<file path="src/rtl/otp_fuse_pkg.sv">
`timescale 1ns/1ps
package otp_fuse_pkg;

  // Control-word bit positions decoded by the protection logic
  localparam int BIT_CNTL_LOCK_A = 8;
  localparam int BIT_KEY_LOCK_A  = 10;
  localparam int BIT_CNTL_LOCK_B = 12;
  localparam int BIT_KEY_LOCK_B  = 14;
  localparam int BIT_CFG_LOCK    = 16;
  localparam int BIT_KEY_ONLY    = 17;

  typedef enum logic [1:0] {
    SEL_KEY  = 2'd0,
    SEL_ID   = 2'd1,
    SEL_CNTL = 2'd2,
    SEL_NONE = 2'd3
  } fuseSel_e;

  // Strobes passed from control to datapath
  typedef struct packed {
    logic capture;     // load shift register from latched word
    logic zeroFill;    // capture loads zeros instead (blocked read)
    logic shift;       // shift one bit
    logic latchWord;   // hold shifted word for commit
    logic commitKey;   // blow key cells
    logic commitCntl;  // blow control cells
  } dpStrobe_t;

endpackage

</file>
<file path="src/rtl/fuse_cell_word.sv">
`timescale 1ns/1ps
module fuse_cell_word #(
  parameter int           W        = 32,
  parameter logic [W-1:0] INIT_VAL = '0
) (
  input  logic         clk,
  input  logic         rstN,
  input  logic         progEn,
  input  logic [W-1:0] progData,
  output logic [W-1:0] holdVal
);

  // Non-volatile cells: no reset, only ever set
  logic [W-1:0] primCell = INIT_VAL;
  logic [W-1:0] redCell  = INIT_VAL;

  always_ff @(posedge clk) begin
    if (progEn) begin
      primCell <= primCell | progData;
      redCell  <= redCell  | progData;
    end
  end

  // Holding flops sample the OR of both cells while reset is applied
  always_ff @(posedge clk) begin
    if (!rstN) holdVal <= primCell | redCell;
  end

endmodule

</file>
<file path="src/rtl/fuse_datapath.sv">
`timescale 1ns/1ps
module fuse_datapath
  import otp_fuse_pkg::*;
#(
  parameter int                KEY_W     = 256,
  parameter int                ID_W      = 57,
  parameter int                CNTL_W    = 32,
  parameter logic [ID_W-1:0]   ID_VALUE  = '0,
  parameter logic [CNTL_W-1:0] CNTL_MASK = '0
) (
  input  logic              clk,
  input  logic              rstN,
  input  fuseSel_e          regSel,
  input  logic              serIn,
  input  dpStrobe_t         strobe,
  output logic              serOut,
  output logic [CNTL_W-1:0] cntlHold
);

  localparam int MAX_KI = (KEY_W > ID_W) ? KEY_W : ID_W;
  localparam int SR_W   = (MAX_KI > CNTL_W) ? MAX_KI : CNTL_W;
  localparam logic [SR_W-1:0] ALL_ONES = {SR_W{1'b1}};
  localparam logic [SR_W-1:0] KEY_WMASK  = ALL_ONES >> (SR_W - KEY_W);
  localparam logic [SR_W-1:0] ID_WMASK   = ALL_ONES >> (SR_W - ID_W);
  localparam logic [SR_W-1:0] CNTL_WMASK = ALL_ONES >> (SR_W - CNTL_W);

  logic [KEY_W-1:0]  keyHold;
  logic [ID_W-1:0]   idHold;
  logic [SR_W-1:0]   shiftReg;
  logic [SR_W-1:0]   shiftNext;
  logic [SR_W-1:0]   captureWord;
  logic [SR_W-1:0]   wordReg;

  // Fuse storage, one instance per register
  fuse_cell_word #(.W(KEY_W), .INIT_VAL('0)) u_keyCells (
    .clk      (clk),
    .rstN     (rstN),
    .progEn   (strobe.commitKey),
    .progData (wordReg[KEY_W-1:0]),
    .holdVal  (keyHold)
  );

  fuse_cell_word #(.W(ID_W), .INIT_VAL(ID_VALUE)) u_idCells (
    .clk      (clk),
    .rstN     (rstN),
    .progEn   (1'b0),
    .progData ('0),
    .holdVal  (idHold)
  );

  fuse_cell_word #(.W(CNTL_W), .INIT_VAL('0)) u_cntlCells (
    .clk      (clk),
    .rstN     (rstN),
    .progEn   (strobe.commitCntl),
    .progData (wordReg[CNTL_W-1:0] & CNTL_MASK),
    .holdVal  (cntlHold)
  );

  // Word loaded at capture
  always_comb begin
    captureWord = '0;
    if (!strobe.zeroFill) begin
      unique case (regSel)
        SEL_KEY:  captureWord = SR_W'(keyHold);
        SEL_ID:   captureWord = SR_W'(idHold);
        SEL_CNTL: captureWord = SR_W'(cntlHold);
        default:  captureWord = '0;
      endcase
    end
  end

  // Shift direction and length depend on the selected register
  always_comb begin
    shiftNext = '0;
    unique case (regSel)
      SEL_KEY:  shiftNext = {shiftReg[SR_W-2:0], serIn} & KEY_WMASK;
      SEL_ID:   shiftNext = {shiftReg[SR_W-2:0], serIn} & ID_WMASK;
      SEL_CNTL: begin
        shiftNext = (shiftReg >> 1) & CNTL_WMASK;
        shiftNext[CNTL_W-1] = serIn;
      end
      default:  shiftNext = '0;
    endcase
  end

  always_ff @(posedge clk) begin
    if (!rstN) begin
      shiftReg <= '0;
      wordReg  <= '0;
    end else begin
      if (strobe.capture)    shiftReg <= captureWord;
      else if (strobe.shift) shiftReg <= shiftNext;
      if (strobe.latchWord)  wordReg  <= shiftReg;
    end
  end

  always_comb begin
    unique case (regSel)
      SEL_KEY:  serOut = shiftReg[KEY_W-1];
      SEL_ID:   serOut = shiftReg[ID_W-1];
      SEL_CNTL: serOut = shiftReg[0];
      default:  serOut = 1'b0;
    endcase
  end

endmodule

</file>
<file path="src/rtl/fuse_control.sv">
`timescale 1ns/1ps
module fuse_control
  import otp_fuse_pkg::*;
#(
  parameter int CNTL_W = 32
) (
  input  logic              clk,
  input  logic              rstN,
  input  fuseSel_e          regSel,
  input  logic              captureReq,
  input  logic              shiftEn,
  input  logic              updateStrobe,
  input  logic              cfgReq,
  input  logic              cfgEncrypted,
  input  logic              cfgFuseKey,
  input  logic              fullClear,
  input  logic [CNTL_W-1:0] cntlHold,
  output dpStrobe_t         strobe,
  output logic              keyBlocked,
  output logic              cntlBlocked,
  output logic              keyOnly,
  output logic              cfgLocked,
  output logic              cfgAck,
  output logic              cfgOk,
  output logic              accessViolation
);

  logic lockOnCfg;
  logic selBlocked;
  logic cfgAccept;
  logic pendKey;
  logic pendCntl;
  logic pendViol;

  // Protection decode from latched control word (redundant pairs ORed)
  assign cntlBlocked = cntlHold[BIT_CNTL_LOCK_A] | cntlHold[BIT_CNTL_LOCK_B];
  assign keyBlocked  = cntlHold[BIT_KEY_LOCK_A]  | cntlHold[BIT_KEY_LOCK_B];
  assign keyOnly     = cntlHold[BIT_KEY_ONLY];
  assign lockOnCfg   = cntlHold[BIT_CFG_LOCK];

  assign selBlocked = ((regSel == SEL_KEY)  && keyBlocked) ||
                      ((regSel == SEL_CNTL) && cntlBlocked);

  always_comb begin
    strobe            = '0;
    strobe.capture    = captureReq;
    strobe.zeroFill   = selBlocked;
    strobe.shift      = shiftEn & ~captureReq;
    strobe.latchWord  = updateStrobe;
    strobe.commitKey  = pendKey;
    strobe.commitCntl = pendCntl;
  end

  // Commit one clock after the update strobe
  always_ff @(posedge clk) begin
    if (!rstN) begin
      pendKey  <= 1'b0;
      pendCntl <= 1'b0;
      pendViol <= 1'b0;
    end else begin
      pendKey  <= updateStrobe && (regSel == SEL_KEY)  && !keyBlocked;
      pendCntl <= updateStrobe && (regSel == SEL_CNTL) && !cntlBlocked;
      pendViol <= updateStrobe && selBlocked;
    end
  end

  always_ff @(posedge clk) begin
    if (!rstN) accessViolation <= 1'b0;
    else if ((captureReq && selBlocked) || pendViol) accessViolation <= 1'b1;
  end

  // Configuration gate
  assign cfgAccept = !cfgLocked && (!keyOnly || (cfgEncrypted && cfgFuseKey));

  always_ff @(posedge clk) begin
    if (!rstN) begin
      cfgAck    <= 1'b0;
      cfgOk     <= 1'b0;
      cfgLocked <= 1'b0;
    end else begin
      cfgAck <= cfgReq;
      cfgOk  <= cfgReq && cfgAccept;
      if (fullClear)                              cfgLocked <= 1'b0;
      else if (cfgReq && cfgAccept && lockOnCfg)  cfgLocked <= 1'b1;
    end
  end

endmodule

</file>
<file path="src/rtl/otp_fuse_ctrl.sv">
`timescale 1ns/1ps
module otp_fuse_ctrl
  import otp_fuse_pkg::*;
#(
  parameter int              KEY_W    = 256,
  parameter int              ID_W     = 57,
  parameter int              CNTL_W   = 32,
  parameter logic [ID_W-1:0] ID_VALUE = 57'h1DEADBEEF012345
) (
  input  logic       clk,
  input  logic       rstN,
  input  logic [1:0] regSel,
  input  logic       captureReq,
  input  logic       shiftEn,
  input  logic       serIn,
  input  logic       updateStrobe,
  output logic       serOut,
  input  logic       cfgReq,
  input  logic       cfgEncrypted,
  input  logic       cfgFuseKey,
  input  logic       fullClear,
  output logic       cfgAck,
  output logic       cfgOk,
  output logic       cfgLocked,
  output logic       keyOnly,
  output logic       keyBlocked,
  output logic       cntlBlocked,
  output logic       accessViolation
);

  localparam logic [CNTL_W-1:0] CNTL_MASK =
      (CNTL_W'(1) << BIT_CNTL_LOCK_A) | (CNTL_W'(1) << BIT_KEY_LOCK_A) |
      (CNTL_W'(1) << BIT_CNTL_LOCK_B) | (CNTL_W'(1) << BIT_KEY_LOCK_B) |
      (CNTL_W'(1) << BIT_CFG_LOCK)    | (CNTL_W'(1) << BIT_KEY_ONLY);

  fuseSel_e          selEnum;
  dpStrobe_t         strobe;
  logic [CNTL_W-1:0] cntlHold;

  assign selEnum = fuseSel_e'(regSel);

  fuse_control #(.CNTL_W(CNTL_W)) u_ctrl (
    .clk             (clk),
    .rstN            (rstN),
    .regSel          (selEnum),
    .captureReq      (captureReq),
    .shiftEn         (shiftEn),
    .updateStrobe    (updateStrobe),
    .cfgReq          (cfgReq),
    .cfgEncrypted    (cfgEncrypted),
    .cfgFuseKey      (cfgFuseKey),
    .fullClear       (fullClear),
    .cntlHold        (cntlHold),
    .strobe          (strobe),
    .keyBlocked      (keyBlocked),
    .cntlBlocked     (cntlBlocked),
    .keyOnly         (keyOnly),
    .cfgLocked       (cfgLocked),
    .cfgAck          (cfgAck),
    .cfgOk           (cfgOk),
    .accessViolation (accessViolation)
  );

  fuse_datapath #(
    .KEY_W     (KEY_W),
    .ID_W      (ID_W),
    .CNTL_W    (CNTL_W),
    .ID_VALUE  (ID_VALUE),
    .CNTL_MASK (CNTL_MASK)
  ) u_dp (
    .clk      (clk),
    .rstN     (rstN),
    .regSel   (selEnum),
    .serIn    (serIn),
    .strobe   (strobe),
    .serOut   (serOut),
    .cntlHold (cntlHold)
  );

endmodule

</file>
<file path="config.mk">
export PLATFORM = sky130hd
export DESIGN_NAME = otp_fuse_ctrl
export DESIGN_NICKNAME = d
export VERILOG_FILES = /design/src/rtl/otp_fuse_pkg.sv /design/src/rtl/fuse_cell_word.sv /design/src/rtl/fuse_datapath.sv /design/src/rtl/fuse_control.sv /design/src/rtl/otp_fuse_ctrl.sv
export SDC_FILE = /design/constraint.sdc
export NUM_CORES = 2
export LEC_CHECK = 0
export BUFFER_PORTS_ARGS = -buffer_cell sky130_fd_sc_hd__buf_4
export CAP_MARGIN = 10
export CORE_ASPECT_RATIO = 0.8
export CORE_MARGIN = 4
export CORE_UTILIZATION = 50
export CTS_CLUSTER_SIZE = 8
export DETAILED_ROUTE_END_ITERATION = 8
export HOLD_SLACK_MARGIN = 0.03
export PLACE_DENSITY = 0.72
export RECOVER_POWER = 25
export SETUP_SLACK_MARGIN = 0.3
export SLEW_MARGIN = 20
export SYNTH_ARGS = -nofsm -noshare
export SYNTH_HDL_FRONTEND = slang
export SYNTH_HIERARCHICAL = 1
export SYNTH_SLANG_ARGS = --single-unit
</file>
<file path="constraint.sdc">
create_clock -name clk -period 5.3 [get_ports clk]
set_input_delay 0 -clock clk [delete_from_list [all_inputs] [get_ports clk]]
set_output_delay 0 -clock clk [all_outputs]
set_load 0.005 [all_outputs]
</file>
==> impl_results.md <==
* CTS H-tree depth at 4
* DRC at 0
* Net Sw Power at 5536 µW
* Post-cts resize count at 0
* Final wirelength at 110400 µm
* Leakage at 0.02473 µW
* Met3 Usage GRT at 3.351%
* Failing checks: max-capacitance violations, max-slew violations
* Status: finished with violations
* Slew @ Worst Pin at 2.612 ns
* RSZ-0062 raised after global routing: false
* Fin. max-slew vios at 51
* Largest cells by area after synthesis: edfxtp_1 (51%), dfxtp_1 (17%), or2_2 (7.9%)
* Die area at 0.1283 mm²
* Period utilization at 67.24%
* Num CTS Buffers at 212
* Number of global-route vias before repair at 35700
* Antenna violations before repair at 1
* Setup TNS at 0 ns
* Crit path max-delay cell type: clkbuf_1
* WP buf/inv at 5
* Crit-path cells: dlygate4sd3_1 > clkbuf_1 > clkinvlp_4 > buf_4 > buf_12
* Busiest grt layer: met2
* PwrDens at 374.6 mW/mm²
* Delay-heaviest family, CP: buffers and inverters
* Hold buffers post-CTS at 16
* Crit-path max cell delay at 1.83 ns
* Comb pwr share at 3.1%
* Gpl congestion at 0.7011
* Slew headroom at -74.10%
* Top cell type's share of synthesized area at 50.72%
* Setup Slack @ Placement at 2.379 ns
* Reg power frac at 49.6%
* Min-delay worst type: in -> reg
* DP Cell Count at 6529
* Post-synthesis cell count at 4812
* Vias at 34700
* Die Ht at 321.1 µm
* YS warnings at 6
* Post-synthesis sequential area ratio at 67.67%
* Avg Cell Area, Syn at 12.74 µm²
* Row Count at 114
* Layout Skew at 0.04638 ns
* Antenna Nets Post-Route at 0
* First-pass GRT wire length at 184200 µm
* Critical Setup Path Class: in -> reg
* Area grow syn2layout at 14.88%
* Worst-path fanout max at 151
* Worst-path clk slew at 0.05 ns
* Iter 0 DRT Violations at 2387
* # setup viols final at 0
* Clock Latency Late Sink at 0.80 ns
* Largest net degree at the start of global routing at 242
* MaxCap Viol Count at 1
* CTS tree: yes
* Worst setup margin at 1.736 ns
* Initial Utilization at 50.55%
* Via density at 4.997
* Post-CTS setup repair buffer count at 0
* Worst EP arrival at 3.85 ns
* Number of distinct library cells after synthesis at 33
* Port Buffers at 19
* #FFs+latches synth at 1554
* Clock share of power at 47.3%
* Core Box Area at 0.1212 mm²
* Final cell count without fillers at 6944
* Max IR drop VDD at 0.3078 mV
* CP startpoint kind: input port
* Clock sink count at 1554
* Filler cells at 9768
* Hpwl dp at 55790 µm
* Met1 Usage GRT at 25.09%
* DRT Pass-1 Iters at 5
* Sw Ratio at 20.99%
* Final Hold Fails at 0
* Io pins at 20
* Worst setup EP type: register
* Post-Synthesis Cell Area at 0.06128 mm²
* Wire per inst at 15.90 µm
* Proportion of layout cells with a drive suffix above 1 at 20.42%
* Fmax at 0.2806 GHz
* Final Critical Period at 3.564 ns
* Gr ovfl total at 0
* CTS root buf: clkbuf_16
* GRT met2 Usage at 26.92%
* Die Span X at 399.4 µm
* WP data required at 5.58 ns
* Yosys top cell by area: edfxtp_1
* Power Internal at 20840 µW
* Final #Nets at 5147
* Hold Slack at 0.1367 ns
* Max clock buf depth at 3
* Total Power at 26380 µW
* Gr usage total at 17.46%
## tightest hold or removal path, stage by stage
cell           delay (ns)
buf_4                0.08
a21bo_2              0.12
dlygate4sd3_1        0.54
and3b_1              0.15
## final cells by class
cell class / instances / area (µm²) / share of cell area (%)
flip-flops and latches: 1554 / 41470 / 58.91
multi-input cells: 3260 / 19790 / 28.11
clock buffers: 386 / 6001 / 8.524
well taps: 1624 / 2032 / 2.886
repair buffers: 71 / 734.5 / 1.043
clock inverters: 12 / 231.5 / 0.3288
inverters: 36 / 138.9 / 0.1973
diodes: 1 / 2.502 / 0.003554
## power groups by stage
stage | Combinational, µW | Clock, µW | Sequential [µW]
3_5_place_dp | 814 | 0 | 13300
3_3_place_gp | 800 | 0 | 13300
2_1_floorplan | 592 | 0 | 13300
6_report | 824 | 12500 | 13100
4_1_cts | 828 | 12800 | 13100
5_1_grt | 913 | 13400 | 13100
## cell families (layout without fill, tap and decap cells)
| group | Yosys count | count (layout) | synth area share, % |
|---|---|---|---|
| AO/OA/AOI/OAI | 614 | 614 | 5.627 |
| buffers and inverters | 277 | 505 | 1.795 |
| flip-flops | 1554 | 1554 | 67.67 |
| multiplexers | 282 | 282 | 4.606 |
| other | 1 | 281 | 0.006119 |
| AND/OR/NAND/NOR | 2084 | 2084 | 20.30 |
## metal layers
layer / vias to the layer above / routed length [µm]
met4: 0 / 2381
met3: 183 / 4783
met5: - / 0
li1: 16970 / -
met1: 16950 / 54040
met2: 594 / 49200
## through the flow
| step | cell area [µm²] | util, % |
|---|---|---|
| finish | 70400 | 58.07 |
| global route | 70400 | 58.07 |
| CTS | 70410 | 58.08 |
| detailed placement | 64020 | 52.80 |
| global placement | 64020 | 52.80 |
| floorplan | 62330 | - |
## synth_stat cells (all sizes together)
library cell	instances
a211o	32
a21bo	1
a21oi	223
a31oi	65
and2	200
and3b	1
buf	44
clkbuf	197
conb	1
dfxtp	519
edfxtp	1035
inv	36
mux2i	282
nand2	199
nand2b	58
nand3b	35
nor2	61
nor2b	488
nor3	1
nor3b	1
o21a	1
o21ai	265
o221a	25
o22ai	2
or2	1038
or3	1
or3b	1
## worst paths after layout
check / depth (start not counted) / to / startpoint / slack (ns)
worst max-delay path: 5 / u_dp/u_keyCells/holdVal[247] / rstN / 1.74
worst min-delay path: 4 / u_ctrl/cfgOk / cfgEncrypted / 0.14
worst max register to register: 8 / u_dp/shiftReg[100] / u_dp/u_cntlCells/holdVal[12] / 2.35
worst min register to register: 2 / u_ctrl/accessViolation / u_ctrl/pendViol / 0.47
## registers in the layout (all words and copies together) (netlist names), 32 cells and up
name	count
u_dp/wordReg	256
u_dp/u_idCells/redCell	57
u_dp/u_idCells/primCell	57
u_dp/u_keyCells/holdVal	256
u_dp/u_cntlCells/primCell	32
u_dp/u_idCells/holdVal	57
u_dp/u_cntlCells/holdVal	32
u_dp/u_cntlCells/redCell	32
u_dp/shiftReg	256
u_dp/u_keyCells/redCell	256
u_dp/u_keyCells/primCell	256
## placed cells by master, fill, tap and decap left out, types with 58 or more instances in the layout
cell type	netlist	routed
nor2_1	60	60
dfxtp_1	519	518
a31oi_1	65	65
nor2b_1	488	486
and2_1	200	200
nand2b_1	58	58
clkbuf_16	0	214
a21oi_1	223	223
o21ai_0	254	254
conb_1	1	280
or2_1	267	254
mux2i_1	282	282
nand2_1	199	199
clkbuf_1	197	173
or2_2	771	770
edfxtp_1	1035	1035
(Power assumes the default switching activity.)
